`src/rtl/divided_pfd.sv`:
```
module divided_pfd #(
  parameter int SEL_W    = 3,
  parameter int DLY_W    = 4,
  parameter int MAX_LOG2 = 4,
  parameter int LEAD_W   = 8,
  parameter int LOCK_RUN = 64
) (
  input  logic             clk,
  input  logic             rst_n,
  input  logic             ref_in,
  input  logic             osc_in,
  input  logic [SEL_W-1:0] div_sel,
  input  logic [DLY_W-1:0] hold_dly,
  output logic             up,
  output logic             dn,
  output logic             overlap,
  output logic             tie,
  output logic             lock
);
  localparam int CNT_W   = (MAX_LOG2 < 1) ? 1 : MAX_LOG2;
  localparam int LOG_W   = $clog2(MAX_LOG2 + 1);
  localparam int RUN_W   = $clog2(LOCK_RUN + 1);
  localparam int DLY_MAX = (1 << DLY_W) - 1;

  logic [LOG_W-1:0] sel_log, cur_log;
  logic [CNT_W-1:0] last;
  logic [1:0]       raw, tick;
  logic [CNT_W-1:0] cnt [2];

  assign raw     = {osc_in, ref_in};
  assign sel_log = (div_sel > SEL_W'(MAX_LOG2)) ? LOG_W'(MAX_LOG2) : LOG_W'(div_sel);
  assign last    = CNT_W'((1 << cur_log) - 1);

  for (genvar g = 0; g < 2; g++) begin : g_path
    logic [2:0] sh;
    logic       rise;
    always_ff @(posedge clk or negedge rst_n)
      if (!rst_n) sh <= '0;
      else        sh <= {sh[1:0], raw[g]};
    assign rise    = sh[1] & ~sh[2];
    assign tick[g] = rise && (cnt[g] == last);
    always_ff @(posedge clk or negedge rst_n)
      if (!rst_n)    cnt[g] <= '0;
      else if (rise) cnt[g] <= (cnt[g] == last) ? '0 : cnt[g] + 1'b1;
  end

  always_ff @(posedge clk or negedge rst_n)
    if (!rst_n)                                 cur_log <= '0;
    else if (cnt[0] == '0 && cnt[1] == '0)      cur_log <= sel_log;

  logic             up_q, dn_q, both, clr;
  logic [DLY_W-1:0] dcnt;
  logic [LEAD_W-1:0] lead;
  logic [RUN_W-1:0] run;

  assign both = up_q & dn_q;
  assign clr  = both && (dcnt >= hold_dly);

  always_ff @(posedge clk or negedge rst_n)
    if (!rst_n) begin
      up_q <= 1'b0;
      dn_q <= 1'b0;
      dcnt <= '0;
    end else if (clr) begin
      up_q <= tick[0];
      dn_q <= tick[1];
      dcnt <= '0;
    end else begin
      up_q <= up_q | tick[0];
      dn_q <= dn_q | tick[1];
      dcnt <= both ? dcnt + 1'b1 : '0;
    end

  always_ff @(posedge clk or negedge rst_n)
    if (!rst_n)                                  lead <= '0;
    else if (clr)                                lead <= '0;
    else if ((up_q ^ dn_q) && (lead != '1))      lead <= lead + 1'b1;

  always_ff @(posedge clk or negedge rst_n)
    if (!rst_n) begin
      overlap <= 1'b0;
      tie     <= 1'b0;
      run     <= '0;
    end else begin
      overlap <= clr && (lead <= LEAD_W'(hold_dly));
      tie     <= clr && (lead == '0);
      if (clr) begin
        if (lead <= LEAD_W'(1)) run <= (run == RUN_W'(LOCK_RUN)) ? run : run + 1'b1;
        else                    run <= '0;
      end
    end

  assign up   = up_q;
  assign dn   = dn_q;
  assign lock = (run == RUN_W'(LOCK_RUN));

  logic [DLY_W:0] both_run;
  always_ff @(posedge clk or negedge rst_n)
    if (!rst_n)    both_run <= '0;
    else if (both) both_run <= (both_run == '1) ? both_run : both_run + 1'b1;
    else           both_run <= '0;

  a_r2_cnt_in_range: assert property (@(posedge clk) disable iff (!rst_n)
    (cnt[0] <= last) && (cnt[1] <= last));
  a_r3_up_from_tick: assert property (@(posedge clk) disable iff (!rst_n)
    $rose(up) |-> $past(tick[0]));
  a_r3_dn_from_tick: assert property (@(posedge clk) disable iff (!rst_n)
    $rose(dn) |-> $past(tick[1]));
  a_r4_hold_bounded: assert property (@(posedge clk) disable iff (!rst_n)
    (up && dn) |-> (both_run <= (DLY_W+1)'(DLY_MAX)));
  a_r5_ratio_at_wrap: assert property (@(posedge clk) disable iff (!rst_n)
    !$stable(cur_log) |-> $past(cnt[0] == '0 && cnt[1] == '0));
  a_r6_overlap_after_both: assert property (@(posedge clk) disable iff (!rst_n)
    overlap |-> $past(up && dn));
  a_r7_tie_implies_overlap: assert property (@(posedge clk) disable iff (!rst_n)
    tie |-> overlap);
  a_r8_lock_drop_at_compare: assert property (@(posedge clk) disable iff (!rst_n)
    $fell(lock) |-> $past(up && dn));
endmodule

```
`config.mk`:
```
export PLATFORM = sky130hd
export DESIGN_NAME = divided_pfd
export DESIGN_NICKNAME = d
export VERILOG_FILES = /design/src/rtl/divided_pfd.sv
export SDC_FILE = /design/constraint.sdc
export NUM_CORES = 1
export LEC_CHECK = 0
export BUFFER_PORTS_ARGS = -buffer_cell sky130_fd_sc_hd__buf_2
export CAP_MARGIN = 20
export CORE_MARGIN = 2
export CORE_UTILIZATION = 50
export CTS_CLUSTER_DIAMETER = 50
export DETAILED_ROUTE_END_ITERATION = 16
export GPL_TIMING_DRIVEN = 0
export PLACE_DENSITY_LB_ADDON = 0.15
export SLEW_MARGIN = 5
export SYNTH_ARGS = -nofsm -noshare
export SYNTH_HDL_FRONTEND = slang
export SYNTH_SLANG_ARGS = --single-unit
```
`constraint.sdc`:
```
create_clock -name clk -period 2.69 [get_ports clk]
set_input_delay 0.4035 -clock clk [delete_from_list [all_inputs] [get_ports clk]]
set_output_delay 0.4035 -clock clk [all_outputs]
set_load 0.03 [all_outputs]
```
== After elaboration in Yosys (flattened, before gate mapping) ==
Index checks and enable logic that the tools add are counted.
Widths: inputs -> output; s select.

* Logic and storage cells: 59
* Register bits after elaboration: 40
* Input port bits: 11

* Order comparisons: 4
* Bitwise gates (word level): 8
* Reductions and logical operators: 12
* Shifts and indexed selects: 1
* Multiplexer cells: 11
* Eq/ne operators: 5
* Add/sub/neg operators: 6

{| class="wikitable"
|+ Operators with widths
! cell !! number
|-
| $mux 4 || 4
|-
| $mux 8 || 2
|-
| $mux 7 || 2
|-
| $add 4x1->4 const B || 3
|-
| $add 8x1->8 const B || 1
|-
| $eq 4x4->1 || 2
|-
| $le 8x1->1 const B || 1
|-
| $le 8x4->1 || 1
|-
| $logic_not 4->1 || 2
|-
| $logic_not 8->1 || 1
|-
| $ne 8x8->1 const B || 1
|-
| $add 7x1->7 const B || 1
|-
| $eq 7x7->1 const B || 1
|-
| $logic_and 1x1->1 || 7
|-
| $ge 4x4->1 || 1
|-
| $shl 1x3->4 const A || 1
|-
| $sub 4x2->4 const B || 1
|-
| $and 1x1->1 || 3
|-
| $gt 3x3->1 const B || 1
|-
| $mux 3 || 1
|-
| $mux 1 || 2
|-
| $ne 2x2->1 const B || 1
|-
| $not 1->1 || 2
|-
| $or 1x1->1 || 2
|-
| 3 further kinds || 3
|}

== Logic depth before layout (Yosys ltp) ==
Gate-level depths: netlist (run 1).

* Word-level depth: 6
* Mapped depth: 8
* Mapped depth without buffers: 8

== Least setup slack after synthesis (run 1) ==
OpenSTA, ideal clock, no wires.

* Kind: register to register
* From: register cur_log[2]
* To: register cnt[3] (netlist bit)
* Arrival: 1.948 ns
* Required time: 2.569 ns
* Stages on the path, launching flop included: 7
* Setup time: 0.121 ns
* Setup slack: 0.621 ns
* Cell sequence: dfrtp_1 > or3_1 > ha_1 > xor2_1 > nor4_1 > o311ai_4 > a22o_1

* Word-level cells in the longest chain between the ends: 4

{| class="wikitable"
|+ RTL lines
! what !! line !! RTL
|-
| start: declaration || 25 || <nowiki>logic [LOG_W-1:0] sel_log, cur_log;</nowiki>
|-
| start signal: assignment || 49 || <nowiki>else if (cnt[0] == '0 && cnt[1] == '0) cur_log <= sel_log;</nowiki>
|-
| $shl 1x3->4 || 32 || <nowiki>assign last = CNT_W'((1 << cur_log) - 1);</nowiki>
|-
| $sub 4x2->4 || 32 ||
|-
| $eq 4x4->1 || 44 || <nowiki>else if (rise) cnt[g] <= (cnt[g] == last) ? '0 : cnt[g] + 1'b1;</nowiki>
|-
| $mux 4 || 44 ||
|-
| end signal: indexed assignment || 44 ||
|-
| end: declaration || 28 || <nowiki>logic [CNT_W-1:0] cnt [2];</nowiki>
|}

Every way passes these cells.
A chain may end at the register's enable or synchronous reset.

== Final worst setup path (run 1) ==
* From: register cur_log[2]
* To: register cnt[2] (netlist bit)

The elaborated chain is that of the path after synthesis.

==> flow_metrics.py, run 1 <==
metrics = {
    "place": {
        "place_area_um2": 2420,
        "buffer_ports.inserted": 15,
        "place_hpwl_mm": 2.95,
        "finalWeightedCongestion": 0.841,
    },
    "detailed_routing": {
        "routed-wl-met2_mm": 1.78,
        "detailed_router_iteration_count_before_antenna_repair": 4,
        "met3_wirelength_um": 125,
        "post-route-drc-count": 0,
        "drt_iter0_markers": 46,
        "detail-route-antenna-nets": 0,
        "vias_per_cell": 5.37,
        "wirelength_mm": 4.11,
        "top_signal_layer_used": "met4",
        "m1WireLength_mm": 2.12,
        "vias": 1650,
        "routedWlPerCell_um": 13.4,
    },
    "cts": {
        "cts_inserted_buffers": 5,
        "cts_hold_repair.buffers": 0,
        "cts_tree": "built",
        "cts-htree-levels": 2,
        "cts_root_cell": "sky130_fd_sc_hd__clkbuf_8",
        "clk_path_buf_depth": 2,
        "clock_sinks": 40,
        "path_clk_slew_ns": 0.08,
        "post-cts-setup-buffer-count": 0,
        "cts-resized-gates": 0,
        "insertion_delay_ns": 0.30,
    },
    "worst_setup_path": {
        "slowest_delay_ns": 0.45,
        "crit-reg2reg-launch": "cur_log[2]",
        "cp-end-kind": "flop",
        "cpMaxStageDelayCell": "sky130_fd_sc_hd__dfrtp_1",
        "criticalPathCategory": "flop to flop",
        "worstPathRequired_ns": 2.87,
        "cp_cell_sequence": "or3_1 -> ha_1 -> xor2_1 -> nor3b_1 -> o311ai_4 -> nor2_2 -> nor3_2",
        "largest_driver_fanout_on_the_critical_path": 6,
        "critical_path_arrival_ns": 2.42,
        "crit-reg2reg-capture": "cnt[2]",
        "setup.reg_to_reg.worst_slack_ns": 0.45,
        "reg2reg_depth": 7,
        "startpoint_type": "flop",
    },
    "sta": {
        "clk_skew_ns": 0.00714,
        "timing.final.crit_period_ns": 2.24,
        "setup_viol": 0,
        "post-route-period-util": 0.831,
        "hold_violations": 0,
        "timing.slew.headroom": 0.420,
        "worst_slew_pin_slew_ns": 0.870,
        "achievable-frequency_mhz": 447,
        "rsz0062_at_grt": "false",
        "timing.final.max_slew_violations": 0,
        "fin_setup_tns_ns": 0,
    },
    "synthesis": {
        "post-synth-top-area-cell": "sky130_fd_sc_hd__dfrtp_1",
        "synth_edf_count": 0,
        "synthesis.instances": 232,
        "ys_top_cells_by_area": "sky130_fd_sc_hd__dfrtp_1 (44%), sky130_fd_sc_hd__ha_1 (11%), sky130_fd_sc_hd__nand3_1 (3.9%), sky130_fd_sc_hd__o21ai_0 (3.5%), sky130_fd_sc_hd__nor2_1 (3.0%)",
        "synth_sequential_area_ratio": 0.439,
        "synth_cell_types": 41,
        "avgSynthCellArea_um2": 9.84,
        "synth-async-reset-ratio": 1.00,
        "share_of_yosys_cell_area_claimed_by_the_top_area_cell_type": 0.439,
        "total_standard_cell_area_after_synthesis_um2": 2280,
        "postSynth.topFlopCell": "sky130_fd_sc_hd__dfrtp_1",
        "synth-seq-cells": 40,
        "ys.warnings.count": 0,
        "syn_nets": 263,
    },
    "finish": {
        "area_delta_synth_final_pct": 10.3,
        "num-nets-final": 285,
        "fin_area_um2": 2520,
        "antenna_cells": 0,
        "drive_above_1_share": 0.145,
        "layout_common_cells": "sky130_fd_sc_hd__dfrtp_1 (40), sky130_fd_sc_hd__ha_1 (20), sky130_fd_sc_hd__nor2_1 (18), sky130_fd_sc_hd__nand3_1 (18), sky130_fd_sc_hd__buf_2 (17)",
        "most_common_cell_after_layout_fill_and_taps_aside": "sky130_fd_sc_hd__dfrtp_1",
        "n_fill_cell": 410,
        "post-route-util": 0.574,
    },
    "floorplan": {
        "die-height_um": 71.6,
        "start_util": 0.521,
        "rows": 24,
        "design.die.area_um2": 5120,
        "floorplan.core_area_um2": 4380,
        "io_pins": 16,
        "die_w_um": 71.6,
    },
    "hold_path": {
        "timing.hold.worst.start": "osc_in",
        "worst_min_delay_path_class": "input pin to flop",
        "whs_path_depth": 1,
        "endpoint_of_the_worst_hold_path": "g_path[1].sh[0]",
    },
    "global_route": {
        "gr_ovfl_total": 0,
        "global_route.usage.total": 0.182,
        "grt_max_degree": 41,
        "grt_pass1_wl_mm": 7.22,
        "grt_pass1_vias": 1537,
        "number_of_antenna_violations_at_the_first_check_in_global_routing": 0,
    },
    "power": {
        "power_density_nw_per_um2": 898,
        "vdd.ir_drop.worst_v": 0.000377,
        "power.leakage_nw": 1.18,
    },
    "outcome": {
        "status": "completed",
    },
    "flow_run": {
        "maxCapViolCount": 0,
    },
}
-- Yosys cell counts (all sizes together), types with 6 or more instances --
cell type,number
dfrtp,40
o21ai,22
ha,20
nor2,20
nand3,18
inv,16
nand2,12
nand2b,9
and3,7
nor4,6
xnor2,6
-- worst max-delay path: cells and delay by family (launching register included) --
family	cells	cell delay, ns
compound gates	1	0.17
xor+xnor	1	0.25
fa+ha+maj	1	0.26
flops	1	0.45
simple gates	4	0.98
-- per-layer routing --
layer,track usage,vias up
met5,0,-
met4,0.0818,0
met3,0.0436,8
met2,0.261,18
met1,0.263,766
li1,-,858
-- through the flow --
step | hold slack [ns] | instances | power, mW | setup WS [ns]
final | 0.211 | 307 | 2.26 | 0.453
after global routing | 0.189 | 307 | 2.45 | 0.320
after CTS | 0.198 | 307 | 2.28 | 0.456
after detailed placement | 0.337 | 299 | 1.85 | 0.463
after global placement | 0.333 | 299 | 1.82 | 0.484
after floorplan | 0.108 | 232 | 1.64 | 0.621
-- worst max-delay path by stage --
| stage | start | depth (start not counted) | to | slack, ns |
|---|---|---|---|---|
| global route | cur_log[2] | 7 | cnt[2] | 0.32 |
| detailed placement | hold_dly[0] | 8 | run[5] | 0.46 |
| CTS | cur_log[2] | 7 | cnt[2] | 0.46 |
| finish | cur_log[2] | 7 | cnt[2] | 0.45 |
| floorplan | cur_log[2] | 6 | cnt[3] | 0.62 |
| global placement | hold_dly[0] | 8 | run[5] | 0.48 |
-- cell type report --
cell class	instances	area (um^2)	share of cell area
inverter	16	60.1	0.0239
timing repair buffer	15	75.1	0.0298
buffer	4	25.0	0.00995
tap	52	65.1	0.0259
sequential	40	1000	0.398
clock inverter	1	7.51	0.00298
multi-input combinational	172	1200	0.475
clock buffer	7	86.3	0.0343
-- sequential cells by signal, indices dropped and copies added (netlist names) --
register,cells
overlap,1
up,1
cur_log,3
dn,1
g_path.sh,6
lead,8
dcnt,4
run,7
cnt,8
tie,1
-- report_power, final --
part	switching (mW)	total, mW	internal [mW]
logic	0.495	0.902	0.407
clock network	0.217	0.426	0.209
registers	0.185	0.931	0.746
total	0.897	2.26	1.36
-- cell families after synthesis --
logic type | Yosys count | share of synthesized area
AND/OR/NAND/NOR | 97 | 0.232
AO/OA/AOI/OAI | 40 | 0.118
flip-flops | 40 | 0.439
buffers and inverters | 20 | 0.0373
adder cells (fa/ha/maj) | 20 | 0.110
XOR/XNOR | 11 | 0.0455
multiplexers | 4 | 0.0186
Note: power is estimated with default switching activity, not from simulation.
==> run 2: changes to the inputs <==
ABC_AREA = 1   (was unset)
clock period = 2 ns   (was 2.69 ns; I/O delays follow)
==> run 2 against run 1 <==
Against the previous run:
- global-route usage increased by 0.63 points
- flip-flop and latch count did not move
- setup slack lost 0.24 ns
- synthesized cell count up 35%
- synthesized area is 6.3% higher
- non-clock buffer count is 2 lower
- cell count rose by 27%
- critical path type unchanged
==> flow_metrics.py, run 2 <==
metrics = {
    "cts": {
        "cts-htree-levels": 2,
        "cts_inserted_buffers": 5,
        "cts-resized-gates": 0,
        "clk_path_buf_depth": 2,
        "clock_sinks": 40,
        "cts_hold_repair.buffers": 0,
        "cts_root_cell": "sky130_fd_sc_hd__clkbuf_8",
        "post-cts-setup-buffer-count": 0,
        "path_clk_slew_ns": 0.08,
        "insertion_delay_ns": 0.29,
        "cts_tree": "built",
    },
    "worst_setup_path": {
        "crit-reg2reg-launch": "cur_log[2]",
        "setup.reg_to_reg.worst_slack_ns": 0.22,
        "startpoint_type": "flop",
        "criticalPathCategory": "flop to flop",
        "largest_driver_fanout_on_the_critical_path": 6,
        "critical_path.n_buffers_inverters": 3,
        "cpMaxStageDelayCell": "sky130_fd_sc_hd__dfrtp_1",
        "worstPathRequired_ns": 2.19,
        "slowest_delay_ns": 0.44,
        "cp-end-kind": "flop",
        "critical_path.top_delay_family": "simple AND/OR/NAND/NOR gates",
        "cp_cell_sequence": "nor2_4 -> nand2_2 -> ha_1 -> inv_1 -> nand2_1 -> nand2_1 -> nor2_1 -> nand2_1 -> inv_1 -> nand3_1 -> nand2_1 -> inv_1",
        "critical-path-top-cell-by-count": "sky130_fd_sc_hd__nand2_1",
        "crit-reg2reg-capture": "cnt[2]",
        "reg2reg_depth": 12,
        "critical_path_arrival_ns": 1.98,
    },
    "sta": {
        "achievable-frequency_mhz": 560,
        "worst_slew_pin_slew_ns": 0.890,
        "timing.final.crit_period_ns": 1.78,
        "fin_setup_tns_ns": 0,
        "hold_violations": 0,
        "rsz0062_at_grt": "false",
        "clk_skew_ns": 0.00422,
        "setup_viol": 0,
        "timing.slew.headroom": 0.406,
        "timing.final.max_slew_violations": 0,
        "post-route-period-util": 0.892,
    },
    "synthesis": {
        "postSynth.topFlopCell": "sky130_fd_sc_hd__dfrtp_1",
        "ys.warnings.count": 0,
        "synthTopCellsByCount": "sky130_fd_sc_hd__nand2_1 (89), sky130_fd_sc_hd__inv_1 (46), sky130_fd_sc_hd__dfrtp_1 (40)",
        "synth_cell_types": 26,
        "synth_top_family_by_area": "simple AND/OR/NAND/NOR gates",
        "synth_simple_gate_area_share": 0.329,
        "syn_nets": 344,
        "ys_top_cells_by_area": "sky130_fd_sc_hd__dfrtp_1 (41%), sky130_fd_sc_hd__nand2_1 (14%), sky130_fd_sc_hd__ha_1 (10%), sky130_fd_sc_hd__nand3_1 (7.2%), sky130_fd_sc_hd__inv_1 (7.1%)",
        "synth_sequential_area_ratio": 0.413,
        "post-synth-top-area-cell": "sky130_fd_sc_hd__dfrtp_1",
        "synth_compound_gate_area_share": 0.0377,
        "synth_edf_count": 0,
        "share_of_yosys_cell_area_claimed_by_the_top_area_cell_type": 0.413,
        "synthMuxAreaShare": 0,
        "synthesis.instances": 313,
        "avgSynthCellArea_um2": 7.75,
        "total_standard_cell_area_after_synthesis_um2": 2420,
        "synth-adder-area-share": 0.103,
        "post_synth_xor_area_fraction": 0.0361,
        "synth-seq-cells": 40,
        "synth_most_common_cell": "sky130_fd_sc_hd__nand2_1",
        "synth-async-reset-ratio": 1.00,
    },
    "floorplan": {
        "rows": 25,
        "floorplan.core_area_um2": 4690,
        "io_pins": 16,
        "design.die.area_um2": 5420,
        "die_w_um": 73.6,
        "start_util": 0.517,
        "die-height_um": 73.6,
    },
    "global_route": {
        "grt_pass1_wl_mm": 7.92,
        "global_route.usage.total": 0.189,
        "gr_ovfl_total": 0,
        "grt_pass1_vias": 1804,
        "grt_max_degree": 41,
        "number_of_antenna_violations_at_the_first_check_in_global_routing": 0,
    },
    "finish": {
        "fin_area_um2": 2680,
        "layout_top_registers": "cnt: 8 flops, lead: 8 flops, run: 7 flops",
        "most_common_cell_after_layout_fill_and_taps_aside": "sky130_fd_sc_hd__nand2_1",
        "layout_common_cells": "sky130_fd_sc_hd__nand2_1 (89), sky130_fd_sc_hd__inv_1 (46), sky130_fd_sc_hd__dfrtp_1 (40)",
        "drive_above_1_share": 0.125,
        "area_delta_synth_final_pct": 10.5,
        "antenna_cells": 0,
        "num-nets-final": 366,
        "post_layout_nonfiller_instances": 390,
    },
    "hold_path": {
        "endpoint_of_the_worst_hold_path": "g_path[0].sh[0]",
        "whs_path_depth": 1,
        "worst_min_delay_path_class": "input pin to flop",
        "timing.hold.worst.start": "ref_in",
    },
    "place": {
        "finalWeightedCongestion": 0.837,
        "buffer_ports.inserted": 15,
        "place_area_um2": 2570,
        "place.detailed.instances": 382,
        "place_hpwl_mm": 3.35,
    },
    "power": {
        "power_report.internal_total_mw": 1.93,
        "power.leakage_nw": 1.47,
        "p_sw_mw": 1.50,
        "power.share.sequential": 0.374,
        "pwr-share-clk": 0.192,
        "p_sw_frac": 0.437,
        "vdd.ir_drop.worst_v": 0.000601,
        "comb_power_share": 0.435,
        "power_density_nw_per_um2": 1280,
    },
    "detailed_routing": {
        "routedWlPerCell_um": 11.6,
        "detail-route-antenna-nets": 0,
        "detailed_router_iteration_count_before_antenna_repair": 4,
        "wirelength_mm": 4.53,
        "post-route-drc-count": 0,
        "vias": 1959,
        "drt_iter0_markers": 78,
        "vias_per_cell": 5.02,
    },
    "flow_run": {
        "maxCapViolCount": 0,
    },
    "outcome": {
        "status": "completed",
    },
}
==> run 2: stage by stage <==
stage               setup slack, ns  total power [mW]  hold slack [ns]   util
floorplan                     0.413              2.43          0.00441      -
global placement              0.225              2.75            0.332  0.547
detailed placement            0.213              2.78            0.340  0.547
CTS                           0.198              3.45           0.0985  0.571
global route                 0.0755              3.76           0.0854  0.571
finish                        0.216              3.43            0.108  0.571
==> run 2: worst reg2reg max path: stages (launching register included) <==
cell and delay (ns):
sky130_fd_sc_hd__dfrtp_1 0.44, sky130_fd_sc_hd__nor2_4 0.19, sky130_fd_sc_hd__nand2_2 0.08, sky130_fd_sc_hd__ha_1 0.32, sky130_fd_sc_hd__inv_1 0.06, sky130_fd_sc_hd__nand2_1 0.06, sky130_fd_sc_hd__nand2_1 0.04, sky130_fd_sc_hd__nor2_1 0.11
sky130_fd_sc_hd__nand2_1 0.06, sky130_fd_sc_hd__inv_1 0.06, sky130_fd_sc_hd__nand3_1 0.13, sky130_fd_sc_hd__nand2_1 0.09, sky130_fd_sc_hd__inv_1 0.04
==> run 2: kinds of logic (layout without fill, tap and decap cells) <==
kind of cell | Yosys count | in the layout
AOI/OAI and AO/OA | 16 | 16
DFF | 40 | 40
buffers and inverters | 51 | 74
adders and majority gates | 20 | 20
xor gates and xnor gates | 10 | 10
and+or+nand+nor | 176 | 176
==> run 2: final cells by class <==
cell class / instances / area, um^2
Timing Repair Buffer: 15 / 75.1
Sequential cell: 40 / 1000
Tap cell: 54 / 67.6
Fill cell: 445 / 2010
Clock inverter: 3 / 42.5
Buffer: 2 / 12.5
Inverter: 49 / 184
Clock buffer: 5 / 68.8
Multi-Input combinational cell: 222 / 1230
==> run 2: how the worst max path moves through the flow <==
stage | startpoint | endpoint | slack (ns) | cells after the start
2_1_floorplan | cur_log[2] | cnt[2] | 0.41 | 12
3_3_place_gp | cur_log[2] | cnt[3] | 0.22 | 12
3_5_place_dp | cur_log[2] | cnt[3] | 0.21 | 12
4_1_cts | cur_log[2] | cnt[3] | 0.20 | 12
5_1_grt | cur_log[2] | cnt[3] | 0.08 | 12
6_report | cur_log[2] | cnt[2] | 0.22 | 12
==> run 2: routing by layer <==
metal  vias to the layer above  track usage  routed length, um
li1                       1034            -                  -
met3                         6       0.0425                 83
met5                         -            0                  0
met4                         0       0.0545                 54
met2                         9        0.311               2070
met1                       910        0.249               2320
==> run 2: power groups by stage <==
stage	Clock, mW	Sequential [mW]	Combinational [mW]
2_1_floorplan	0	1.27	1.16
3_5_place_dp	0	1.30	1.48
6_report	0.657	1.28	1.49
5_1_grt	0.719	1.32	1.73
3_3_place_gp	0	1.29	1.46
4_1_cts	0.679	1.28	1.49
==> run 3: changes to the inputs <==
--- a/config.mk
+++ b/config.mk
@@ -16,2 +16,3 @@
 export PLACE_DENSITY_LB_ADDON = 0.15
+export RECOVER_POWER = 50
 export SLEW_MARGIN = 5
==> constraint.sdc (replaced) <==
create_clock -name clk -period 1.7 [get_ports clk]
set_input_delay 0.255 -clock clk [delete_from_list [all_inputs] [get_ports clk]]
set_output_delay 0.255 -clock clk [all_outputs]
set_load 0.005 [all_outputs]
==> run 3 against run 2 <==
Against the previous run:
- clock skew down 0.0011 ns
- die area is the same
- register-to-register slack worse by 0.17 ns
- critical path type unchanged
- combinational power is 38% higher
- clock power grew 18%
- sequential share of layout area decreased by 2.5 points
==> flow_metrics.py, run 3 (synthesis results as in run 2) <==
metrics = {
    "sta": {
        "finalHoldWorstSlack_ns": 0.0617,
        "timing.final.max_slew_violations": 0,
        "fin_setup_tns_ns": 0,
        "timing.slew.headroom": 0.312,
        "setup_viol": 0,
        "timing.final.crit_period_ns": 1.66,
        "achievable-frequency_mhz": 604,
        "hold_violations": 0,
        "worst_slew_pin_slew_ns": 1.03,
        "clk_skew_ns": 0.00311,
        "post-route-period-util": 0.974,
    },
    "worst_setup_path": {
        "largest_driver_fanout_on_the_critical_path": 3,
        "setup.reg_to_reg.worst_slack_ns": 0.04,
        "startpoint_type": "flop",
        "reg2reg_depth": 12,
        "crit-reg2reg-capture": "cnt[3]",
        "crit-reg2reg-launch": "cur_log[2]",
        "cpMaxStageDelayCell": "sky130_fd_sc_hd__dfrtp_1",
        "critical_path.n_buffers_inverters": 3,
        "worstPathRequired_ns": 1.89,
        "critical_path_arrival_ns": 1.85,
        "cp_cell_sequence": "nor2_4 -> nand2_4 -> ha_4 -> inv_1 -> nand2_1 -> nand2_1 -> nor2_1 -> nand2_1 -> inv_2 -> nand3_4 -> nand2_1 -> inv_1",
        "slowest_delay_ns": 0.44,
        "cp-end-kind": "flop",
        "critical_path.top_delay_family": "simple AND/OR/NAND/NOR gates",
        "criticalPathCategory": "flop to flop",
        "critical-path-top-cell-by-count": "sky130_fd_sc_hd__nand2_1",
    },
    "finish": {
        "post_layout_nonfiller_instances": 404,
        "layout_top_registers": "cnt: 8 flops, lead: 8 flops, run: 7 flops",
        "area_delta_synth_final_pct": 18.5,
        "drive_above_1_share": 0.194,
        "n_fill_cell": 426,
        "most_common_cell_after_layout_fill_and_taps_aside": "sky130_fd_sc_hd__nand2_1",
        "layout_common_cells": "sky130_fd_sc_hd__nand2_1 (87), sky130_fd_sc_hd__inv_1 (43), sky130_fd_sc_hd__dfrtp_1 (40)",
        "fin_area_um2": 2870,
        "antenna_cells": 0,
        "num-nets-final": 380,
    },
    "cts": {
        "clk_path_buf_depth": 2,
        "cts_hold_repair.buffers": 0,
        "clock_sinks": 40,
        "insertion_delay_ns": 0.29,
        "cts-htree-levels": 2,
        "path_clk_slew_ns": 0.08,
        "cts_inserted_buffers": 5,
        "cts_tree": "built",
        "cts_root_cell": "sky130_fd_sc_hd__clkbuf_8",
    },
    "hold_path": {
        "timing.hold.worst.start": "osc_in",
        "worst_min_delay_path_class": "input pin to flop",
        "endpoint_of_the_worst_hold_path": "g_path[1].sh[0]",
        "whs_path_depth": 1,
    },
    "detailed_routing": {
        "vias_per_cell": 5.07,
        "detail-route-antenna-nets": 0,
        "wirelength_mm": 4.92,
        "routedWlPerCell_um": 12.2,
        "detailed_router_iteration_count_before_antenna_repair": 4,
        "drt_iter0_markers": 71,
        "post-route-drc-count": 0,
        "vias": 2049,
    },
    "global_route": {
        "grt_max_degree": 41,
        "global_route.usage.total": 0.192,
        "grt_pass1_vias": 1826,
        "gr_ovfl_total": 0,
        "grt_pass1_wl_mm": 8.08,
        "number_of_antenna_violations_at_the_first_check_in_global_routing": 0,
    },
    "floorplan": {
        "io_pins": 16,
        "floorplan.core_area_um2": 4690,
        "die-height_um": 73.6,
        "rows": 25,
        "die_w_um": 73.6,
        "design.die.area_um2": 5420,
        "start_util": 0.517,
    },
    "place": {
        "place.detailed.instances": 382,
        "place_area_um2": 2570,
        "buffer_ports.inserted": 15,
        "finalWeightedCongestion": 0.837,
        "place_hpwl_mm": 3.35,
    },
    "power": {
        "power_density_nw_per_um2": 1510,
        "post_route_total_power_mw": 4.33,
        "power.leakage_nw": 1.56,
        "vdd.ir_drop.worst_v": 0.000707,
    },
    "outcome": {
        "status": "completed",
    },
    "flow_run": {
        "maxCapViolCount": 0,
    },
}
## run 3: changes by cell type in the layout (fill, tap and decap cells not counted), moves of 2 or more
cell / change
sky130_fd_sc_hd__buf_4: +13
sky130_fd_sc_hd__ha_1: -3
sky130_fd_sc_hd__ha_4: +3
sky130_fd_sc_hd__inv_1: -3
sky130_fd_sc_hd__inv_2: +3
sky130_fd_sc_hd__nand3_1: -3
sky130_fd_sc_hd__nand2_1: -2
sky130_fd_sc_hd__nand2_4: +2
sky130_fd_sc_hd__nand3_4: +2
## run 3: worst max-delay path by stage
stage | startpoint | to | slack [ns] | cells past startpoint
after floorplan | cur_log[2] | cnt[2] | 0.11 | 12
after global placement | cur_log[2] | cnt[3] | -0.08 | 12
after detailed placement | cur_log[2] | cnt[3] | -0.09 | 12
after CTS | cur_log[0] | cnt[3] | 0.02 | 12
after global routing | cur_log[2] | cnt[3] | -0.03 | 12
final | cur_log[2] | cnt[3] | 0.04 | 12
## run 3: cell type report
type / count / area (um^2) / area share
sequential: 40 / 1000 / 0.348
clock buffer: 5 / 68.8 / 0.0239
inverter: 49 / 184 / 0.0640
clock inverter: 3 / 42.5 / 0.0148
multi-input combinational: 222 / 1310 / 0.457
timing repair buffer: 29 / 180 / 0.0627
tap: 54 / 67.6 / 0.0235
buffer: 2 / 16.3 / 0.00566
## run 3: power by group
| part | leakage (nW) | switching [mW] | total, mW | internal, mW |
|---|---|---|---|---|
| combinational | 0.990 | 1.23 | 2.06 | 0.831 |
| sequential | 0.511 | 0.291 | 1.50 | 1.21 |
| clock | 0.0541 | 0.343 | 0.777 | 0.434 |
| total | 1.56 | 1.86 | 4.33 | 2.47 |
## run 3: worst reg2reg max path: cells and delay by family, from the launching register on
kind	cells	cell delay, ns
fa+ha+maj	1	0.27
buf+inv	3	0.18
flops	1	0.44
simple gates	8	0.67
## run 3: timing repair
item,CTS,global route
buffers inserted,2,12
endpoints found under the setup margin,8,24
pin swaps,1,8
resized for setup,4,13
## run 3: stage by stage
step           setup slack (ns)  utilization
6_report                 0.0435        0.613
2_1_floorplan             0.113            -
3_3_place_gp            -0.0751        0.547
4_1_cts                  0.0195        0.576
3_5_place_dp            -0.0874        0.547
5_1_grt                 -0.0318        0.613
## run 3: layer usage
metal	vias to the layer above	GRT usage	part of all wire
met5	-	0	0
met4	0	0.0545	0.010
met3	6	0.0425	0.022
met2	19	0.316	0.47
met1	965	0.254	0.49
li1	1059	-	-
